**src/rtl/relbr_pkg.sv**
```systemverilog
package relbr_pkg;

    localparam int ADDR_W = 16;
    localparam int DATA_W = 8;

    typedef enum logic [1:0] {
        ST_IDLE = 2'd0,
        ST_OPC  = 2'd1,
        ST_OFS  = 2'd2,
        ST_EXE  = 2'd3
    } br_state_e;

    typedef struct packed {
        logic n;
        logic z;
        logic v;
        logic c;
    } ccr_t;

    // Condition for the even member of each opcode pair; odd opcodes invert it.
    function automatic logic even_cond(input logic [2:0] idx, input ccr_t f);
        logic lt;
        lt = f.n ^ f.v;
        case (idx)
            3'd0:    even_cond = 1'b1;
            3'd1:    even_cond = ~(f.c | f.z);
            3'd2:    even_cond = ~f.c;
            3'd3:    even_cond = ~f.z;
            3'd4:    even_cond = ~f.v;
            3'd5:    even_cond = ~f.n;
            3'd6:    even_cond = ~lt;
            default: even_cond = ~(f.z | lt);
        endcase
    endfunction

    function automatic logic [ADDR_W-1:0] sext_disp(input logic [DATA_W-1:0] d);
        sext_disp = {{(ADDR_W-DATA_W){d[DATA_W-1]}}, d};
    endfunction

    function automatic logic is_branch_op(input logic [DATA_W-1:0] op);
        is_branch_op = (op[DATA_W-1:4] == 4'h2);
    endfunction

endpackage

```
**src/rtl/relbr_cond.sv**
```systemverilog
module relbr_cond
    import relbr_pkg::*;
(
    input  logic [3:0] sel,
    input  ccr_t       flags,
    output logic       taken
);
    logic base;

    always_comb begin
        base  = even_cond(sel[3:1], flags);
        taken = sel[0] ? ~base : base;
    end

    always_comb begin
        if (sel == 4'h0) a_r6_always_taken: assert (taken);
        if (sel == 4'h1) a_r6_never_taken:  assert (!taken);
    end
endmodule

```
**src/rtl/relbr_target.sv**
```systemverilog
module relbr_target
    import relbr_pkg::*;
(
    input  logic [ADDR_W-1:0] op_addr,
    input  logic [DATA_W-1:0] disp,
    output logic [ADDR_W-1:0] next_addr,
    output logic [ADDR_W-1:0] jump_addr
);
    localparam logic [ADDR_W-1:0] INSN_LEN = ADDR_W'(2);

    always_comb begin
        next_addr = op_addr + INSN_LEN;
        jump_addr = next_addr + sext_disp(disp);
    end
endmodule

```
**src/rtl/relbr_seq.sv**
```systemverilog
module relbr_seq
    import relbr_pkg::*;
(
    input  logic              clk,
    input  logic              rst,
    input  logic              start,
    input  logic [ADDR_W-1:0] pc_in,
    input  ccr_t              flags_in,
    input  logic [DATA_W-1:0] fetch_data,
    output br_state_e         state,
    output logic [ADDR_W-1:0] pc_q,
    output ccr_t              flags_q,
    output logic [3:0]        sel_q,
    output logic              fetch_req,
    output logic [ADDR_W-1:0] fetch_addr,
    output logic              bad_op
);
    br_state_e state_d;

    always_comb begin
        bad_op  = (state == ST_OFS) && !is_branch_op(fetch_data);
        state_d = state;
        case (state)
            ST_IDLE: if (start) state_d = ST_OPC;
            ST_OPC:  state_d = ST_OFS;
            ST_OFS:  state_d = bad_op ? ST_IDLE : ST_EXE;
            default: state_d = ST_IDLE;
        endcase
    end

    always_ff @(posedge clk) begin
        if (rst) begin
            state   <= ST_IDLE;
            pc_q    <= '0;
            flags_q <= '0;
            sel_q   <= '0;
        end else begin
            state <= state_d;
            if (state == ST_IDLE && start) begin
                pc_q    <= pc_in;
                flags_q <= flags_in;
            end
            if (state == ST_OFS) sel_q <= fetch_data[3:0];
        end
    end

    always_comb begin
        fetch_req  = (state == ST_OPC) || (state == ST_OFS);
        fetch_addr = (state == ST_OFS) ? pc_q + ADDR_W'(1) : pc_q;
    end

    a_r2_offset_follows_opcode: assert property (@(posedge clk) disable iff (rst)
        (state == ST_OPC) |=> (fetch_req && fetch_addr == $past(fetch_addr) + ADDR_W'(1)));
    a_r11_start_ignored_busy: assert property (@(posedge clk) disable iff (rst)
        (state != ST_IDLE && start) |=> $stable(pc_q));
    a_r12_flags_held: assert property (@(posedge clk) disable iff (rst)
        (state != ST_IDLE && $past(state) != ST_IDLE) |-> $stable(flags_q));
endmodule

```
**src/rtl/relbr_unit.sv**
```systemverilog
module relbr_unit
    import relbr_pkg::*;
(
    input  logic              clk,
    input  logic              rst,
    input  logic              start,
    input  logic [15:0]       pc_in,
    input  logic [3:0]        flags_in,
    output logic              fetch_req,
    output logic [15:0]       fetch_addr,
    input  logic [7:0]        fetch_data,
    output logic              busy,
    output logic              done,
    output logic              pc_load,
    output logic [15:0]       pc_out,
    output logic              illegal
);
    br_state_e         state;
    logic [ADDR_W-1:0] pc_q;
    ccr_t              flags_q;
    logic [3:0]        sel_q;
    logic              bad_op;
    logic              taken;
    logic [ADDR_W-1:0] next_addr;
    logic [ADDR_W-1:0] jump_addr;

    relbr_seq u_seq (
        .clk        (clk),
        .rst        (rst),
        .start      (start),
        .pc_in      (pc_in),
        .flags_in   (ccr_t'(flags_in)),
        .fetch_data (fetch_data),
        .state      (state),
        .pc_q       (pc_q),
        .flags_q    (flags_q),
        .sel_q      (sel_q),
        .fetch_req  (fetch_req),
        .fetch_addr (fetch_addr),
        .bad_op     (bad_op)
    );

    relbr_cond u_cond (
        .sel   (sel_q),
        .flags (flags_q),
        .taken (taken)
    );

    relbr_target u_tgt (
        .op_addr   (pc_q),
        .disp      (fetch_data),
        .next_addr (next_addr),
        .jump_addr (jump_addr)
    );

    always_comb begin
        busy    = (state != ST_IDLE);
        illegal = bad_op;
        pc_load = (state == ST_EXE);
        done    = pc_load || bad_op;
        pc_out  = (pc_load && taken) ? jump_addr : (pc_load ? next_addr : pc_q);
    end

    a_r1_reset_idle: assert property (@(posedge clk)
        rst |=> (!busy && !done && !pc_load && !illegal && !fetch_req));
    a_r3_done_third_cycle: assert property (@(posedge clk) disable iff (rst)
        pc_load |-> ($past(start && !busy, 3) && done));
    a_r3_done_single: assert property (@(posedge clk) disable iff (rst)
        done |=> !done);
    a_r10_illegal_no_load: assert property (@(posedge clk) disable iff (rst)
        illegal |-> (done && !pc_load));
    a_r10_illegal_to_idle: assert property (@(posedge clk) disable iff (rst)
        illegal |=> !busy);
endmodule

```
**config.mk**
```make
export PLATFORM = sky130hd
export DESIGN_NAME = relbr_unit
export DESIGN_NICKNAME = d
export VERILOG_FILES = /design/src/rtl/relbr_pkg.sv /design/src/rtl/relbr_cond.sv /design/src/rtl/relbr_target.sv /design/src/rtl/relbr_seq.sv /design/src/rtl/relbr_unit.sv
export SDC_FILE = /design/constraint.sdc
export NUM_CORES = 1
export LEC_CHECK = 0
export BUFFER_PORTS_ARGS = -buffer_cell sky130_fd_sc_hd__buf_4
export CAP_MARGIN = 20
export CORE_MARGIN = 3
export CORE_UTILIZATION = 36
export CTS_BUF_LIST = sky130_fd_sc_hd__clkbuf_16
export DETAILED_ROUTE_END_ITERATION = 6
export SLEW_MARGIN = 30
export SYNTH_ARGS = -nofsm -noshare
export SYNTH_HDL_FRONTEND = slang
export SYNTH_SLANG_ARGS = --single-unit
export TNS_END_PERCENT = 100
```
**constraint.sdc**
```tcl
create_clock -name clk -period 3.3 [get_ports clk]
set_input_delay 0.165 -clock clk [delete_from_list [all_inputs] [get_ports clk]]
set_output_delay 0.165 -clock clk [all_outputs]
set_load 0.01 [all_outputs]
```
==> out/results.tsv <==
metric	value	unit
grt_setup_unrepaired	yes	
viasPerCell	4.954	
synthArstFlopShare	0	%
path_cells	nand2_1 > or2_4 > or3_4 > nor2_2 > xor2_1 > ha_1 > and4_1 > a221oi_2 > a21oi_2 > or4b_1 > o2111ai_1 > buf_4	
netlist_area	2780	sq um
clk_latency	260	ps
power.switching	0.0003518	W
num-fill-cells	745	
firstDrtPassIters	4	
yosys.area_share.adder	11.97	%
synth_top_family_by_area	simple AND/OR/NAND/NOR gates	
synthMuxAreaShare	4.005	%
synth_compound_area_share	16.34	%
worst_pin_slew	663.1	ps
clock_path_buffers	2	
routabilityCongestion	0.8923	
die_h	93.88	um
root_buffer	clkbuf_16	
fin_crit_sh	101.2	%
endpoint	pc_out[15]	
drive_gt1_share	31.67	%
clock_sinks	26	
antennaDiodeCount	0	
hold_violations	0	
synthXorXnorAreaFrac	17.28	%
io_pins	68	
slowest_delay	470	ps
timing.rr.end	u_seq.state[0]$_SDFFE_PP0P_	
r2r_slack	1460	ps
grt_pass1_vias	2700	
p_int	0.0007132	W
min_path_type	in2reg	
synth.net_count	435	
grt_pass1_wl	12790	um
ys_types	52	
post-place-cells	542	
rows	31	
clk_pin_slew	60	ps
switching_share	33.03	%
critPathArrivalTime	3170	ps
synth_seq_cells	26	
pre_cts_slack	39.61	ps
worst_setup_path_start_kind	register	
final_util	50.46	%
maxCapViolCount	0	
synth-edff-count	0	
via_count	2774	
r2r-start	u_seq.state[0]$_SDFFE_PP0P_	
overflow	0	
drcViolationCount	0	
cp.required	3130	ps
core	7370	sq um
p_leak	1.601	nW
antenna_found_initial	0	
port_buffers	67	
synthCells	378	
numCtsBuffers	3	
synth-simple-area-share	25.29	%
ant_nets	0	
routed_wirelength	7774	um
endpoint_kind	output port	
max_freq	299.5	MHz
cts_max_level	1	
nets	519	
die_area	8813	sq um
outcome	complete, but fails checks	
synth_flop_cell	dfxtp_1	
grt_max_degree	27	
hpwl	6210	um
cp_max_fo	5	
violations	setup timing	
syn_avg_cell_area	7.355	sq um
startpoint	u_seq.pc_q[10]$_SDFFE_PP0P_	
cp_slowest_cell	or4b_1	
grt_usage	17.90	%
cts_tree	built	
post_drt_wl_per_cell	13.88	um
p_seq_share	33.7	%
yosysSeqAreaShare	18.72	%
setup_viol	1	
drt_iter0_markers	134	
syn2layout_area_growth	33.75	%
stdcell_count	560	
layout_setup_ws	-38.54	ps
slew_viol_final	0	
start_util	37.72	%
yosysWarnings	0	
critPathKind	reg2out	
min_from	pc_in[5]	
skew	4.423	ps
ir_drop	0.0002180	V
min_period	3339	ps
power_frac_comb	41.5	%
r2r_cells	6	
slew-limit-headroom	55.80	%
cellPowerDensity	286.4	nW/um^2
pwr-share-clk	24.8	%
die_w	93.88	um
setup_tns	-38.54	ps
worst max-delay path, delay by kind of cell (launching register included):
kind,cells,cell delay [ps]
AO/OA/AOI/OAI,3,520
XOR/XNOR,1,170
adder cells (fa/ha/maj),1,270
buffers and inverters,1,150
flip-flops,1,340
AND/OR/NAND/NOR,6,1470
cell families (layout without fill, tap and decap cells):
| kind of cell | count (synthesis) | count (layout) |
|---|---|---|
| XOR/XNOR | 54 | 54 |
| AO/OA/AOI/OAI | 76 | 76 |
| flip-flops | 26 | 26 |
| multiplexers | 11 | 11 |
| AND/OR/NAND/NOR | 150 | 150 |
| buffers and inverters | 35 | 118 |
| adder cells (fa/ha/maj) | 26 | 26 |
worst min-delay path by stage:
stage	endpoint	slack (ps)	depth (start not counted)
floorplan	u_seq.flags_q[0]$_SDFFE_PP0P_	300	2
global placement	u_seq.flags_q[3]$_SDFFE_PP0P_	410	3
detailed placement	u_seq.flags_q[1]$_SDFFE_PP0P_	420	3
CTS	u_seq.pc_q[5]$_SDFFE_PP0P_	140	3
global route	u_seq.flags_q[1]$_SDFFE_PP0P_	140	3
finish	u_seq.pc_q[5]$_SDFFE_PP0P_	150	3
cell usage after synthesis, types with 3 or more instances:
cell type,n,share of area [%]
dfxtp_1,26,19
and4_1,3,0.95
a211oi_1,3,0.81
nor2b_1,3,0.68
xnor2_1,36,11
nand3_1,13,2.3
o21ai_1,8,1.4
a21o_1,3,0.81
ha_1,25,11
buf_1,3,0.41
inv_1,12,1.6
o21ai_0,12,2.2
o211ai_1,4,1.1
buf_6,4,1.6
buf_2,6,1.1
mux2i_1,10,3.6
clkbuf_1,7,0.95
nand2_1,79,11
a21oi_1,35,6.3
nand4_1,5,1.1
xor2_1,17,5.4
nor2_1,28,3.8
cells in the final DEF, fill, tap and decap left out, drive strengths merged, types with 2 or more instances in the layout:
cell type  synthesis  routed
a211oi             3       3
a21o               3       3
a21oi             36      36
a221oi             3       3
and3               3       3
and4               5       5
buf               15     102
clkbuf             8       3
dfxtp             26      26
ha                25      25
inv               12      12
mux2i             10      10
nand2             79      79
nand2b             2       2
nand3             14      14
nand4              6       6
nor2              28      28
nor2b              3       3
o211ai             4       4
o21ai             20      20
o22ai              2       2
or2                3       3
or3                2       2
xnor2             37      37
xor2              17      17
final cells by class:
cell class                      instances  area [sq um]  area share (%)
Clock buffer                            3         75.07           2.019
Clock inverter                          1         3.754          0.1009
Sequential cell                        26         533.0           14.33
Tap cell                               99         123.9           3.331
Timing Repair Buffer                  102         765.7           20.59
Inverter                               12         45.04           1.211
Multi-Input combinational cell        317          2172           58.41
through the flow:
step           total power, W  instance area, sq um  hold WS, ps
2_1_floorplan       0.0006254                  2780        301.0
3_3_place_gp        0.0007709                  3436        413.6
3_5_place_dp        0.0007760                  3436        421.4
4_1_cts              0.001061                  3637        143.7
5_1_grt              0.001138                  3719        142.7
6_report             0.001065                  3719        149.6
power by group through the flow:
stage               Combinational [W]  Sequential (W)  Clock, W
global route                 0.000488        0.000363  0.000287
finish                       0.000442        0.000359  0.000264
detailed placement           0.000413        0.000363         0
CTS                          0.000429        0.000358  0.000275
global placement             0.000409        0.000362         0
floorplan                    0.000270        0.000356         0
sequential cells by signal, indices dropped and copies added (netlist names):
register and cells:
u_seq.pc_q 16, u_seq.state 2, u_seq.sel_q 4, u_seq.flags_q 4
layer usage:
metal	share of wire [%]	global-route usage [%]	vias to the layer above
met5	0	0	-
met4	1.4	4.452	0
met3	3.3	2.404	13
met2	48	30.34	55
met1	48	23.88	1251
li1	-	-	1455
timing repair:
action	4_1_cts	5_1_grt
gates resized for setup	23	9
gates cloned	0	0
pin swaps	14	7
setup buffers	9	5
setup endpoints to repair	4	6
hold buffers	0	0
Note: power is estimated with default switching activity, not from simulation.
